**config.mk**
```make
export PLATFORM = sky130hd
export DESIGN_NAME = spm_arm_ctrl
export DESIGN_NICKNAME = d
export VERILOG_FILES = /design/src/rtl/spm_pkg.sv /design/src/rtl/spm_cmd_decode.sv /design/src/rtl/spm_arm_timer.sv /design/src/rtl/spm_addr_split.sv /design/src/rtl/spm_op_seq.sv /design/src/rtl/spm_arm_ctrl.sv
export SDC_FILE = /design/constraint.sdc
export NUM_CORES = 1
export LEC_CHECK = 0
export BUFFER_PORTS_ARGS = -buffer_cell sky130_fd_sc_hd__buf_2
export CORE_MARGIN = 2
export CORE_UTILIZATION = 42
export DETAILED_ROUTE_END_ITERATION = 7
export GPL_ROUTABILITY_DRIVEN = 0
export PLACE_DENSITY = 0.77
export SYNTH_ARGS = -nofsm -noshare
export SYNTH_HDL_FRONTEND = slang
export SYNTH_SLANG_ARGS = --single-unit
```
**constraint.sdc**
```tcl
create_clock -name clk -period 4.4 [get_ports clk]
set_clock_uncertainty 0.1 [all_clocks]
set_input_delay 0.66 -clock clk [delete_from_list [all_inputs] [get_ports clk]]
set_output_delay 0.66 -clock clk [all_outputs]
set_load 0.03 [all_outputs]
```
**src/rtl/spm_pkg.sv**
```systemverilog
package spm_pkg;

   localparam int CMD_W = 5;

   localparam logic [CMD_W-1:0] PAT_FILL  = 5'b00001;
   localparam logic [CMD_W-1:0] PAT_ERASE = 5'b00011;
   localparam logic [CMD_W-1:0] PAT_WRITE = 5'b00101;
   localparam logic [CMD_W-1:0] PAT_LOCK  = 5'b01001;
   localparam logic [CMD_W-1:0] PAT_RWW   = 5'b10001;

   typedef enum logic [2:0] {
      K_NONE,
      K_FILL,
      K_ERASE,
      K_WRITE,
      K_LOCK,
      K_RWW
   } spm_kind_e;

   function automatic spm_kind_e kind_of(input logic [CMD_W-1:0] code);
      spm_kind_e k;
      case (code)
         PAT_FILL:  k = K_FILL;
         PAT_ERASE: k = K_ERASE;
         PAT_WRITE: k = K_WRITE;
         PAT_LOCK:  k = K_LOCK;
         PAT_RWW:   k = K_RWW;
         default:   k = K_NONE;
      endcase
      return k;
   endfunction

endpackage

```
**src/rtl/spm_cmd_decode.sv**
```systemverilog
module spm_cmd_decode
   import spm_pkg::*;
(
   input  logic [CMD_W-1:0] code,
   output logic             legal,
   output spm_kind_e        kind
);

   always_comb begin
      kind  = kind_of(code);
      legal = (kind != K_NONE);
   end

endmodule

```
**src/rtl/spm_arm_timer.sv**
```systemverilog
module spm_arm_timer #(
   parameter  int ARM_CYCLES  = 4,
   parameter  int LOAD_CYCLES = 3,
   localparam int CW          = $clog2(ARM_CYCLES + 1)
) (
   input  logic clk,
   input  logic rst_n,
   input  logic arm,
   input  logic consume,
   output logic armed,
   output logic expire,
   output logic load_ok
);

   localparam logic [CW-1:0] FULL   = CW'(ARM_CYCLES);
   localparam logic [CW-1:0] LD_MIN = CW'(ARM_CYCLES - LOAD_CYCLES + 1);
   localparam logic [CW-1:0] LAST   = CW'(1);

   logic [CW-1:0] left_q;

   always_ff @(posedge clk) begin
      if (!rst_n) begin
         left_q <= '0;
      end else if (arm) begin
         left_q <= FULL;
      end else if (consume) begin
         left_q <= '0;
      end else if (left_q != '0) begin
         left_q <= left_q - LAST;
      end
   end

   always_comb begin
      armed   = (left_q != '0);
      expire  = armed && !arm && !consume && (left_q == LAST);
      load_ok = armed && (left_q >= LD_MIN);
   end

endmodule

```
**src/rtl/spm_addr_split.sv**
```systemverilog
module spm_addr_split #(
   parameter  int PTR_W           = 24,
   parameter  int ADDR_BITS       = 17,
   parameter  int PAGE_WORDS      = 128,
   parameter  int NRWW_FIRST_PAGE = 480,
   localparam int WORD_BITS       = $clog2(PAGE_WORDS),
   localparam int PAGE_BITS       = ADDR_BITS - 1 - WORD_BITS
) (
   input  logic [PTR_W-1:0]     ptr,
   output logic [WORD_BITS-1:0] word_idx,
   output logic [PAGE_BITS-1:0] page_idx,
   output logic                 sel_bit,
   output logic                 in_nrww
);

   localparam int NUM_PAGES = 1 << PAGE_BITS;

   logic unused_ptr_hi;

   assign word_idx      = ptr[WORD_BITS:1];
   assign page_idx      = ptr[ADDR_BITS-1:WORD_BITS+1];
   assign sel_bit       = ptr[0];
   assign unused_ptr_hi = ^ptr[PTR_W-1:ADDR_BITS-1];

   generate
      if (NRWW_FIRST_PAGE <= 0) begin : g_all_nrww
         assign in_nrww = 1'b1;
      end else if (NRWW_FIRST_PAGE >= NUM_PAGES) begin : g_no_nrww
         assign in_nrww = 1'b0;
      end else begin : g_cmp_nrww
         localparam logic [PAGE_BITS-1:0] BOUND = PAGE_BITS'(NRWW_FIRST_PAGE);
         assign in_nrww = (page_idx >= BOUND);
      end
   endgenerate

endmodule

```
**src/rtl/spm_op_seq.sv**
```systemverilog
module spm_op_seq (
   input  logic clk,
   input  logic rst_n,
   input  logic start,
   input  logic halt_req,
   input  logic op_busy,
   output logic op_start,
   output logic active,
   output logic done,
   output logic cpu_halt
);

   logic active_q;
   logic seen_q;
   logic start_q;
   logic halt_q;

   always_ff @(posedge clk) begin
      if (!rst_n) begin
         active_q <= 1'b0;
         seen_q   <= 1'b0;
         start_q  <= 1'b0;
         halt_q   <= 1'b0;
      end else begin
         start_q <= start;
         if (start) begin
            active_q <= 1'b1;
            seen_q   <= 1'b0;
            halt_q   <= halt_req;
         end else if (done) begin
            active_q <= 1'b0;
            seen_q   <= 1'b0;
            halt_q   <= 1'b0;
         end else if (active_q && op_busy) begin
            seen_q <= 1'b1;
         end
      end
   end

   always_comb begin
      done     = active_q && seen_q && !op_busy;
      active   = active_q;
      op_start = start_q;
      cpu_halt = halt_q;
   end

endmodule

```
**src/rtl/spm_arm_ctrl.sv**
```systemverilog
module spm_arm_ctrl
   import spm_pkg::*;
#(
   parameter  int PTR_W           = 24,
   parameter  int ADDR_BITS       = 17,
   parameter  int PAGE_WORDS      = 128,
   parameter  int NRWW_FIRST_PAGE = 480,
   parameter  int ARM_CYCLES      = 4,
   parameter  int LOAD_CYCLES     = 3,
   parameter  int DATA_W          = 16,
   parameter  int FUSE_W          = 8,
   localparam int WORD_BITS       = $clog2(PAGE_WORDS),
   localparam int PAGE_BITS       = ADDR_BITS - 1 - WORD_BITS
) (
   input  logic                 clk,
   input  logic                 rst_n,
   input  logic                 cmd_wr,
   input  logic [4:0]           cmd_wdata,
   output logic [4:0]           cmd_rdata,
   input  logic [PTR_W-1:0]     ptr,
   input  logic [DATA_W-1:0]    data_in,
   input  logic                 st_strobe,
   input  logic                 ld_strobe,
   input  logic [FUSE_W-1:0]    lock_val,
   input  logic [FUSE_W-1:0]    fuse_val,
   output logic                 buf_we,
   output logic [WORD_BITS-1:0] buf_word,
   output logic [DATA_W-1:0]    buf_wdata,
   output logic                 lock_wr,
   output logic [FUSE_W-1:0]    lock_wdata,
   output logic                 rww_en,
   output logic                 sig_rd,
   output logic [FUSE_W-1:0]    sig_rdata,
   output logic                 op_start,
   output logic                 op_is_write,
   output logic [PAGE_BITS-1:0] op_page,
   input  logic                 op_busy,
   output logic                 cpu_halt
);

   initial begin
      if (PAGE_WORDS != (1 << WORD_BITS))
         $error("PAGE_WORDS must be a power of two");
      if (PAGE_BITS < 1)
         $error("ADDR_BITS too small for PAGE_WORDS");
      if (ADDR_BITS > PTR_W)
         $error("ADDR_BITS exceeds PTR_W");
      if (LOAD_CYCLES < 1 || LOAD_CYCLES > ARM_CYCLES)
         $error("LOAD_CYCLES must lie in 1..ARM_CYCLES");
      if (DATA_W < FUSE_W)
         $error("DATA_W must cover FUSE_W");
   end

   // decode of the value being written
   logic      wr_legal;
   spm_kind_e wr_kind;

   spm_cmd_decode u_dec (
      .code  (cmd_wdata),
      .legal (wr_legal),
      .kind  (wr_kind)
   );

   logic      unused_wr_kind;
   assign unused_wr_kind = ^wr_kind;

   // pointer fields
   logic [WORD_BITS-1:0] word_idx;
   logic [PAGE_BITS-1:0] page_idx;
   logic                 sel_bit;
   logic                 in_nrww;

   spm_addr_split #(
      .PTR_W           (PTR_W),
      .ADDR_BITS       (ADDR_BITS),
      .PAGE_WORDS      (PAGE_WORDS),
      .NRWW_FIRST_PAGE (NRWW_FIRST_PAGE)
   ) u_split (
      .ptr      (ptr),
      .word_idx (word_idx),
      .page_idx (page_idx),
      .sel_bit  (sel_bit),
      .in_nrww  (in_nrww)
   );

   // arming window
   logic [4:0] cmd_q;
   spm_kind_e  cur_kind;
   logic       armed;
   logic       expire;
   logic       load_ok;
   logic       op_active;
   logic       op_done;
   logic       arm;
   logic       fire;
   logic       long_op;
   logic       load_fire;

   always_comb begin
      cur_kind  = kind_of(cmd_q);
      arm       = cmd_wr && wr_legal && !op_active;
      fire      = armed && st_strobe && !arm;
      long_op   = fire && ((cur_kind == K_ERASE) || (cur_kind == K_WRITE));
      load_fire = load_ok && ld_strobe && !arm && (cur_kind == K_LOCK);
   end

   spm_arm_timer #(
      .ARM_CYCLES  (ARM_CYCLES),
      .LOAD_CYCLES (LOAD_CYCLES)
   ) u_timer (
      .clk     (clk),
      .rst_n   (rst_n),
      .arm     (arm),
      .consume (fire),
      .armed   (armed),
      .expire  (expire),
      .load_ok (load_ok)
   );

   // long-operation sequencer
   spm_op_seq u_seq (
      .clk      (clk),
      .rst_n    (rst_n),
      .start    (long_op),
      .halt_req (in_nrww),
      .op_busy  (op_busy),
      .op_start (op_start),
      .active   (op_active),
      .done     (op_done),
      .cpu_halt (cpu_halt)
   );

   // command register
   always_ff @(posedge clk) begin
      if (!rst_n) begin
         cmd_q <= '0;
      end else if (arm) begin
         cmd_q <= cmd_wdata;
      end else if ((fire && !long_op) || expire || op_done) begin
         cmd_q <= '0;
      end
   end

   assign cmd_rdata = cmd_q;

   // registered action outputs
   logic                 buf_we_q;
   logic [WORD_BITS-1:0] buf_word_q;
   logic [DATA_W-1:0]    buf_wdata_q;
   logic                 lock_wr_q;
   logic [FUSE_W-1:0]    lock_wdata_q;
   logic                 rww_en_q;
   logic                 sig_rd_q;
   logic [FUSE_W-1:0]    sig_rdata_q;
   logic                 op_is_write_q;
   logic [PAGE_BITS-1:0] op_page_q;

   always_ff @(posedge clk) begin
      if (!rst_n) begin
         buf_we_q      <= 1'b0;
         buf_word_q    <= '0;
         buf_wdata_q   <= '0;
         lock_wr_q     <= 1'b0;
         lock_wdata_q  <= '0;
         rww_en_q      <= 1'b0;
         sig_rd_q      <= 1'b0;
         sig_rdata_q   <= '0;
         op_is_write_q <= 1'b0;
         op_page_q     <= '0;
      end else begin
         buf_we_q  <= fire && (cur_kind == K_FILL);
         lock_wr_q <= fire && (cur_kind == K_LOCK);
         rww_en_q  <= fire && (cur_kind == K_RWW);
         sig_rd_q  <= load_fire;
         if (fire && (cur_kind == K_FILL)) begin
            buf_word_q  <= word_idx;
            buf_wdata_q <= data_in;
         end
         if (fire && (cur_kind == K_LOCK)) begin
            lock_wdata_q <= data_in[FUSE_W-1:0];
         end
         if (load_fire) begin
            sig_rdata_q <= sel_bit ? fuse_val : lock_val;
         end
         if (long_op) begin
            op_is_write_q <= (cur_kind == K_WRITE);
            op_page_q     <= page_idx;
         end
      end
   end

   assign buf_we      = buf_we_q;
   assign buf_word    = buf_word_q;
   assign buf_wdata   = buf_wdata_q;
   assign lock_wr     = lock_wr_q;
   assign lock_wdata  = lock_wdata_q;
   assign rww_en      = rww_en_q;
   assign sig_rd      = sig_rd_q;
   assign sig_rdata   = sig_rdata_q;
   assign op_is_write = op_is_write_q;
   assign op_page     = op_page_q;

endmodule

```
==> run metrics <==
setup slack, reg-to-reg=1950 ps; total of warnings raised by yosys=0; Top Ports=127; CTS sink count=65; unrepaired setup endpoints after global routing=false; Mean Syn Cell Area=9.89 sq um; post-synthesis simple-gate area fraction=between 15 and 20%; largest net degree at the start of global routing=66; share of layout cells above drive strength 1=between 30 and 40%; actual transition at the worst max-transition pin=approximately 1200 ps; Hold-fix buffers, CTS=0; final core occ=55.4%; filler cell count=around 600; leading cell types by total area after synthesis=dfxtp_1, mux2i_1, nand2_1; fin crit period=roughly 2400 ps; Yosys top cell area share=approximately 48%; Core ar.=approximately 0.0063 sq mm; GRT Total Usage=18.5%; Worst Path Required=4560 ps; Placed Cells=456; Initial Util=43.0%; Critical Path Max Stage Delay=1000 ps; grt peak-use layer=met2; GR Layer Usage met2=29.0%; TritonCTS clock tree=built; Diodes inserted=0; CP startpoint kind=flop; Adder-Cell Fraction of Synth Area=2.27%; Die H=84.2 microns; Worst-Skew Late Latency=around 330 ps; Num CTS Buffers=9; clk buf depth=2; fin crit share=55.6%; Slew Limit Fails=0; die width=84.2 microns; Synth Register Bits=65; clk slew on worst S/H paths=70 ps; Pwr Density=329 mW/mm^2; Post-Syn Instances=273; crit-path max FO=13; Post-CTS Setup Inserts=0; Post-layout nets=461; ys flop type=dfxtp_1; met3 GRT Util=5.21%; CP delay by family, top=simple AND/OR/NAND/NOR gates; CTS resizes=0; biggest area consumer among synthesized cells=dfxtp_1; die area=0.00709 sq mm; mux contribution to synthesized area=15.2%; WP buf/inv=1; Worst Path Arrival=2610 ps; Commonest cells post-synth=dfxtp_1, nand2_1, mux2i_1; Final TNS setup=0 ps; DR WL/cell=about 13 microns; fmax=0.409 GHz; crit-path cells=inv_1 -> ha_1 -> nand2b_2 -> nand2_2 -> nor4b_2 -> a22o_1; Non-Filler Instances=472; first-pass GRT wire length=about 11 mm; vias per cell=around 5.0; total power=roughly 1.1 mW; Max-Cap Viols=0; DR pass1 iterations=4; compound-gate portion of the synthesized area=~13%; Netlist cell types=43; sequential share of the synthesized area=48.2%; top-count cell post-synth=dfxtp_1; Max IR drop VDD=0.000163 V; Setup CP Type=reg2reg; Starting DRT DRC Count=slightly above 100; met1 Resource Use GR=23.7%; I/O Buffers=119; initial antenna violation count=0; Synth Area in XOR/XNOR=less than 1%; mapped cell area=~0.0027 sq mm; Synthesized Nets=between 300 and 400; Slew headroom=19.5%; Synth async-reset ratio=0%; endpoint type of the worst setup path=flop; DRC errors left=0; Post-synth EDFFs=0; clk root buf=clkbuf_8; Layout area overhead=28.9%; vias in the first global route=2299; post-route ant nets=0; Final HPWL DP=4.43 mm; Vias=2362; Pleak=1.58 nW; # rows=29; routed wire length=about 6.1 mm; outcome=completed; final hold violation count=0; combinational family with the most area after synthesis=simple AND/OR/NAND/NOR gates; HP Class=reg2reg; final setup fails=0; H-tree depth=3; Remaining Overflow, GRT=0; slowest CP cell=nor4b_2
## power by group
part | switching, mW | internal [mW] | total (mW)
clock | 0.212 | 0.203 | 0.415
combinational | 0.0763 | 0.0521 | 0.128
sequential | 0.00651 | 0.596 | 0.602
## layer usage
metal | vias up | wire, microns
met2 | 72 | 2950
met1 | 1088 | 2660
met5 | - | 0
li1 | 1191 | -
met3 | 11 | 399
met4 | 0 | 97
## layout make-up
| type | instances | area (sq um) | area share [%] |
|---|---|---|---|
| inverters | 5 | 18.8 | 0.539 |
| flip-flops and latches | 65 | 1300 | 37.4 |
| clock buffers | 13 | 139 | 3.99 |
| repair buffers | 121 | 611 | 17.5 |
| well taps | 77 | 96.3 | 2.77 |
| multi-input cells | 188 | 1300 | 37.3 |
| clock inverters | 3 | 17.5 | 0.503 |
## flip-flops by register name, indices dropped and copies added, names as in the netlist, 3 cells and up
name / cells
op_page: 9
sig_rdata: 8
cmd_rdata: 5
u_timer.left_q: 3
lock_wdata: 8
buf_wdata: 16
buf_word: 7
## worst paths after layout
path	start	to	depth (start not counted)
max reg2reg	u_timer.left_q[0]	op_page[1]	6
min reg2reg	buf_wdata[1]	buf_wdata[1]	2
min	buf_wdata[1]	buf_wdata[1]	2
max	u_timer.left_q[0]	op_page[1]	6
## cells by family (layout without fill, tap and decap cells)
kind of cell / after synthesis / in the layout
buf+inv: 20 / 142
simple gates: 96 / 96
xor+xnor: 1 / 1
flops: 65 / 65
compound gates: 45 / 45
fa+ha+maj: 5 / 5
mux: 41 / 41
## layout by cell type (no fill, tap or decap), types with 2 or more instances in the layout
cell        n
dfxtp_1    65
clkbuf_1    4
nand3b_1    3
o21ai_0     5
a21oi_1    11
ha_1        4
a211oi_1    8
mux2i_1    41
o211ai_1    2
a22o_1     11
nand2_1    61
nand3_1     4
inv_1       5
nor3_4      2
nor2_1     11
buf_4       2
clkbuf_8    9
and2_1      2
clkinv_2    2
buf_2     119
## stage by stage
step | hold WS (ps) | cell area (sq um) | worst slack, ps
floorplan | 408 | 2700 | 2400
global placement | 339 | 3320 | 1800
detailed placement | 344 | 3320 | 1740
CTS | 358 | 3480 | 1950
global route | 368 | 3480 | 1690
finish | 356 | 3480 | 1950
## worst register-to-register path, stage by stage, from the launching register on
cell and delay, ps:
dfxtp_1 350, inv_1 90, ha_1 260, nand2b_2 170, nand2_2 170, nor4b_2 1000
a22o_1 240
No activity file was read; power rests on OpenSTA's default activity.
